**config.mk**
```make
export PLATFORM = sky130hd
export DESIGN_NAME = dram_strobe_decoder
export DESIGN_NICKNAME = d
export VERILOG_FILES = /design/src/rtl/dsd_pkg.sv /design/src/rtl/dsd_control.sv /design/src/rtl/dsd_datapath.sv /design/src/rtl/dram_strobe_decoder.sv
export SDC_FILE = /design/constraint.sdc
export NUM_CORES = 1
export LEC_CHECK = 0
export BUFFER_PORTS_ARGS = -buffer_cell sky130_fd_sc_hd__buf_4
export CAP_MARGIN = 20
export CELL_PAD_IN_SITES_DETAIL_PLACEMENT = 1
export CELL_PAD_IN_SITES_GLOBAL_PLACEMENT = 1
export CORE_AREA = 2 2 42 73
export DETAILED_ROUTE_END_ITERATION = 7
export DIE_AREA = 0 0 44 75
export PLACE_DENSITY = 0.73
export SYNTH_ARGS = -nofsm -noshare
export SYNTH_HDL_FRONTEND = slang
export SYNTH_SLANG_ARGS = --single-unit
```
**constraint.sdc**
```tcl
create_clock -name clk -period 2.1 [get_ports clk]
set_clock_uncertainty 0.15 [all_clocks]
set_input_delay 0.42 -clock clk [delete_from_list [all_inputs] [get_ports clk]]
set_output_delay 0.42 -clock clk [all_outputs]
set_load 0.02 [all_outputs]
```
**src/rtl/dsd_pkg.sv**
```systemverilog
package dsd_pkg;

  typedef enum logic [2:0] {
    KIND_IDLE     = 3'd0,
    KIND_ROW_OPEN = 3'd1,
    KIND_READ     = 3'd2,
    KIND_WRITE    = 3'd3,
    KIND_CBR      = 3'd4,
    KIND_HIDDEN   = 3'd5,
    KIND_RAS_ONLY = 3'd6
  } dsdKind_e;

  // Strobes from control to datapath, at most a few set per cycle
  typedef struct packed {
    logic rowFromPins;
    logic rowFromCounter;
    logic colFromPins;
    logic colIsWrite;
    logic rowClose;
    logic casRelease;
  } dsdStrobe_t;

endpackage

```
**src/rtl/dsd_control.sv**
```systemverilog
module dsd_control
  import dsd_pkg::*;
(
  input  logic       clk,
  input  logic       rst_n,
  input  logic       rasN,
  input  logic       casN,
  input  logic       weN,
  output dsdStrobe_t strobe,
  output dsdKind_e   kind
);

  logic     rasPrev, casPrev, heldQ, heldD;
  dsdKind_e kindQ, kindD;
  logic     rasFall, rasRise, casFall, casRise, accessKind;

  assign rasFall    = rasPrev & ~rasN;
  assign rasRise    = ~rasPrev & rasN;
  assign casFall    = casPrev & ~casN;
  assign casRise    = ~casPrev & casN;
  assign accessKind = (kindQ == KIND_ROW_OPEN) || (kindQ == KIND_READ) ||
                      (kindQ == KIND_WRITE);

  always_comb begin
    strobe = '0;
    kindD  = kindQ;
    heldD  = heldQ;
    if (kindQ == KIND_RAS_ONLY) kindD = KIND_IDLE;
    if (casRise) begin
      strobe.casRelease = 1'b1;
      heldD = 1'b0;
    end
    if (rasFall) begin
      if (!casPrev && !casN) begin
        // column strobe already low: internally addressed refresh
        strobe.rowFromCounter = 1'b1;
        kindD = heldQ ? KIND_HIDDEN : KIND_CBR;
      end else begin
        strobe.rowFromPins = 1'b1;
        kindD = KIND_ROW_OPEN;
      end
    end else if (rasRise) begin
      strobe.rowClose = 1'b1;
      kindD = (kindQ == KIND_ROW_OPEN) ? KIND_RAS_ONLY : KIND_IDLE;
    end else if (casFall && !rasPrev && !rasN && accessKind) begin
      strobe.colFromPins = 1'b1;
      strobe.colIsWrite  = ~weN;
      kindD = weN ? KIND_READ : KIND_WRITE;
      heldD = 1'b1;
    end
  end

  always_ff @(posedge clk or negedge rst_n) begin
    if (!rst_n) begin
      rasPrev <= 1'b1;
      casPrev <= 1'b1;
      heldQ   <= 1'b0;
      kindQ   <= KIND_IDLE;
    end else begin
      rasPrev <= rasN;
      casPrev <= casN;
      heldQ   <= heldD;
      kindQ   <= kindD;
    end
  end

  assign kind = kindQ;

endmodule

```
**src/rtl/dsd_datapath.sv**
```systemverilog
module dsd_datapath
  import dsd_pkg::*;
#(
  parameter int ADDR_W   = 4,
  parameter int NUM_ROWS = 16
) (
  input  logic              clk,
  input  logic              rst_n,
  input  dsdStrobe_t        strobe,
  input  logic [ADDR_W-1:0] addrPins,
  output logic [ADDR_W-1:0] rowAddr,
  output logic [ADDR_W-1:0] colAddr,
  output logic              wordLineEn,
  output logic              colSelEn,
  output logic              writeEn,
  output logic              dataOutEn
);

  logic [ADDR_W-1:0] refRow, refNext;

  generate
    if (NUM_ROWS == (1 << ADDR_W)) begin : gPow2Wrap
      assign refNext = refRow + 1'b1;
    end else begin : gCompareWrap
      localparam logic [ADDR_W-1:0] LastRow = ADDR_W'(NUM_ROWS - 1);
      assign refNext = (refRow == LastRow) ? '0 : refRow + 1'b1;
    end
  endgenerate

  always_ff @(posedge clk or negedge rst_n) begin
    if (!rst_n) begin
      refRow     <= '0;
      rowAddr    <= '0;
      colAddr    <= '0;
      wordLineEn <= 1'b0;
      colSelEn   <= 1'b0;
      writeEn    <= 1'b0;
      dataOutEn  <= 1'b0;
    end else begin
      if (strobe.rowFromPins) begin
        rowAddr    <= addrPins;
        wordLineEn <= 1'b1;
      end
      if (strobe.rowFromCounter) begin
        rowAddr    <= refRow;
        wordLineEn <= 1'b1;
        refRow     <= refNext;
      end
      if (strobe.rowClose) begin
        wordLineEn <= 1'b0;
        colSelEn   <= 1'b0;
        writeEn    <= 1'b0;
      end
      if (strobe.colFromPins) begin
        colAddr   <= addrPins;
        colSelEn  <= 1'b1;
        writeEn   <= strobe.colIsWrite;
        dataOutEn <= ~strobe.colIsWrite;
      end
      if (strobe.casRelease) begin
        colSelEn  <= 1'b0;
        writeEn   <= 1'b0;
        dataOutEn <= 1'b0;
      end
    end
  end

endmodule

```
**src/rtl/dram_strobe_decoder.sv**
```systemverilog
module dram_strobe_decoder
  import dsd_pkg::*;
#(
  parameter int ADDR_W   = 4,
  parameter int NUM_ROWS = 16
) (
  input  logic              clk,
  input  logic              rst_n,
  input  logic              rasN,
  input  logic              casN,
  input  logic              weN,
  input  logic [ADDR_W-1:0] addrPins,
  output logic [ADDR_W-1:0] rowAddr,
  output logic [ADDR_W-1:0] colAddr,
  output logic              wordLineEn,
  output logic              colSelEn,
  output logic              writeEn,
  output logic              dataOutEn,
  output logic [2:0]        cycleKind
);

  dsdStrobe_t strobe;
  dsdKind_e   kind;

  dsd_control u_control (
    .clk    (clk),
    .rst_n  (rst_n),
    .rasN   (rasN),
    .casN   (casN),
    .weN    (weN),
    .strobe (strobe),
    .kind   (kind)
  );

  dsd_datapath #(
    .ADDR_W   (ADDR_W),
    .NUM_ROWS (NUM_ROWS)
  ) u_datapath (
    .clk        (clk),
    .rst_n      (rst_n),
    .strobe     (strobe),
    .addrPins   (addrPins),
    .rowAddr    (rowAddr),
    .colAddr    (colAddr),
    .wordLineEn (wordLineEn),
    .colSelEn   (colSelEn),
    .writeEn    (writeEn),
    .dataOutEn  (dataOutEn)
  );

  assign cycleKind = kind;

endmodule

```
==> summary.md <==
| Metric | Value |
|---|---|
| Max Cap Viol | 0 |
| Worst-Margin Slew | 0.3676 ns |
| CP max stage delay | 0.59 ns |
| Root Driver | clkbuf_8 |
| Syn nets | 97 |
| Worst-Skew Late Latency | 0.26 ns |
| Clock sink total | 22 |
| Die area | 3300 sq um |
| Min Tclk post-route | 1.899 ns |
| Post-DP HPWL | 1.758 mm |
| Core ar. | 2690 sq um |
| Via-to-Cell Ratio | 5.433 |
| Leading area contributor after synthesis | dfrtp_1 |
| Clk buf depth | 2 |
| H-tree depth | 1 |
| FF+latch area | 553.0 sq um |
| Fillers | 294 |
| CTS clk-pin slew, worst paths | 0.09 ns |
| Slew Limit Headroom | 74.86% |
| Antenna violations before repair | 0 |
| Vias in the first global route | 891 |
| Status | complete, no violations |
| Final WL | 2.256 mm |
| Ant. Diodes | 0 |
| Hold_ws | 0.1302 ns |
| Critical path's slowest cell | dfstp_2 |
| CP Capture Type | flop |
| Top Layer Used | met4 |
| Worst setup margin | 0.2006 ns |
| I/O Pins | 24 |
| Met2 wire length | 1.296 mm |
| CTS buffer count | 3 |
| Initial Util | 38.42% |
| Final Hold Fails | 0 |
| CTS tree | built |
| Total Routing Usage GR | 16.10% |
| Vias | 766 |
| M1 WL | 855 um |
| Top-area cell type share of the netlist area | 48.43% |
| Critical path startpoint category | flop |
| Met3 wire len | 69 um |
| Layout area overhead | 28.93% |
| Tcrit/Tclk final | 90.45% |
| Synthesized area per cell | 12.16 sq um |
| Post-synthesis sequential area ratio | 53.51% |
| Synthesized cell area | 1033 sq um |
| Post-CTS Setup Repair Bufs | 0 |
| Critical path type | flop to flop |
| Max Slew Vio Count | 0 |
| Yosys warnings | 0 |
| Arrival @ worst endpoint | 1.90 ns |
| Number of port buffers | 23 |
| Leak pwr | 0.6489 nW |
| Placer Congestion | 0.7741 |
| Worst-path fanout max | 8 |
| Post-route ant nets | 0 |
| #FFs+latches synth | 22 |
| Pre-CTS WS | 0.1959 ns |
| Gr ovfl total | 0 |
| Final setup viols | 0 |
| Largest cells by area after synthesis | dfrtp_1 48%, mux2_2 5.4%, dfstp_2 5.1%, mux2i_1 4.8%, ha_1 3.6% |
| RSZ-0062 raised after global routing | false |
| Chip height | 75 um |
| WP data required | 2.10 ns |
| Pwr Total | 1.356 mW |
| Post-Syn Instances | 85 |
| F_max | 526.5 MHz |
| Num rows | 25 |
| Wire length per cell | 16.00 um |
| Layout cell share with drive strength beyond 1 | 38.60% |
| Die X-Extent | 44 um |
| Nets | 127 |
| First-pass GRT wire length | 3.981 mm |
| Synth cell types | 32 |
| Drt pass-1 iters | 4 |
| Largest net degree at the start of global routing | 23 |
| Pwr dens | 1017 nW/um^2 |
| Post-route core utilization | 49.53% |
| Multi-input logic area | 461.7 sq um |
| Crit-path cells | inv_1 -> ha_1 -> nor2_1 -> nand3_2 -> mux2_2 |
| VDD IR-drop max | 0.5651 mV |
| TNS Setup | 0 ns |
| # DRC | 0 |
| Hold crit path type | primary input to flop |
| Detailed Route Iter0 Violations | 12 |
synthesized netlist by cell type:
library cell / number
nand3_1: 4
nor4b_1: 1
nand4_1: 1
nor2_2: 1
nor2_1: 5
o21ai_0: 1
a2111oi_0: 2
a211o_1: 1
o31ai_1: 2
or2_2: 1
nand2_1: 6
nand3_2: 1
or2b_1: 1
dfstp_2: 2
xnor2_1: 3
inv_1: 4
o21bai_1: 1
o21ba_2: 1
a31oi_1: 2
ha_1: 3
and3b_2: 1
a21oi_1: 4
mux2i_1: 5
clkbuf_1: 1
dfrtp_1: 20
nor4b_4: 1
mux2_2: 5
o41ai_2: 1
or4b_4: 1
a21boi_1: 1
and3_1: 1
mux2_1: 1
critical path, delay by kind of cell, from the launching register on:
family,cells,cell delay (ns)
flops,1,0.59
simple gates,2,0.41
mux,1,0.34
fa+ha+maj,1,0.24
buf+inv,1,0.06
cell usage in the layout (no fill, tap or decap), types with 2 or more instances in the layout:
master / count
mux2_2: 5
buf_4: 25
ha_1: 3
inv_1: 4
clkbuf_8: 3
a2111oi_0: 2
nor2_1: 5
xnor2_1: 3
dfstp_2: 2
nand3_1: 4
a21oi_1: 4
dfrtp_1: 20
mux2i_1: 5
a31oi_1: 2
nand2_1: 6
o31ai_1: 2
cell families after synthesis:
group / after synthesis / share of synthesized area [%]
AOI/OAI and AO/OA: 16 / 11.62
xor gates and xnor gates: 3 / 2.543
buffers and inverters: 5 / 1.815
and+or+nand+nor: 25 / 15.50
adders and majority gates: 3 / 3.632
DFF: 22 / 53.51
muxes: 11 / 11.38
registers in the layout, indices dropped and copies added (netlist names):
name / count
u_datapath.dataOutEn: 1
u_datapath.wordLineEn: 1
u_datapath.writeEn: 1
u_datapath.colAddr: 4
u_control.rasPrev: 1
u_datapath.colSelEn: 1
u_datapath.rowAddr: 4
u_control.kind: 3
u_datapath.refRow: 4
u_control.casPrev: 1
u_control.heldQ: 1
stage by stage:
stage | std cells | instance area, sq um
5_1_grt | 141 | 1333
3_5_place_dp | 136 | 1251
6_report | 141 | 1333
2_1_floorplan | 85 | 1033
4_1_cts | 141 | 1333
3_3_place_gp | 136 | 1251
per-layer routing:
metal  GRT usage, %  vias to the layer above
met5              0                        -
met4          7.071                        0
met3          2.878                        4
met2          30.88                       12
met1          16.29                      385
li1               -                      365
report_power, final:
part	total [mW]	internal [mW]	switching, mW
Sequential	0.601	0.517	0.0833
Combinational	0.359	0.178	0.181
Clock	0.396	0.254	0.142
Total	1.36	0.950	0.406
final timing paths:
check / from / end / slack [ns] / depth (start not counted)
worst max-delay path: u_control.rasPrev / u_datapath.colAddr[2] / 0.20 / 5
worst min-delay path: rasN / u_control.rasPrev / 0.13 / 1
worst max register to register: u_control.rasPrev / u_datapath.colAddr[2] / 0.20 / 5
worst min register to register: u_datapath.refRow[3] / u_datapath.refRow[3] / 0.34 / 1
max in group asynchronous: rst_n / u_control.casPrev / 1.09 / 2
min in group asynchronous: rst_n / u_datapath.dataOutEn / 0.42 / 2
layout make-up:
class	instances	share of cell area, %
Tap cell	27	2.535
Multi-Input combinational cell	58	34.65
Clock buffer	3	3.099
Timing Repair Buffer	26	14.84
Inverter	4	1.127
Sequential cell	22	41.50
Clock inverter	1	2.254
what timing repair did:
action / 4_1_cts / 5_1_grt
gates resized for setup: 0 / 0
endpoints found under the hold margin: 20 / 0
hold buffers: 1 / 0
No activity file was read; power rests on OpenSTA's default activity.
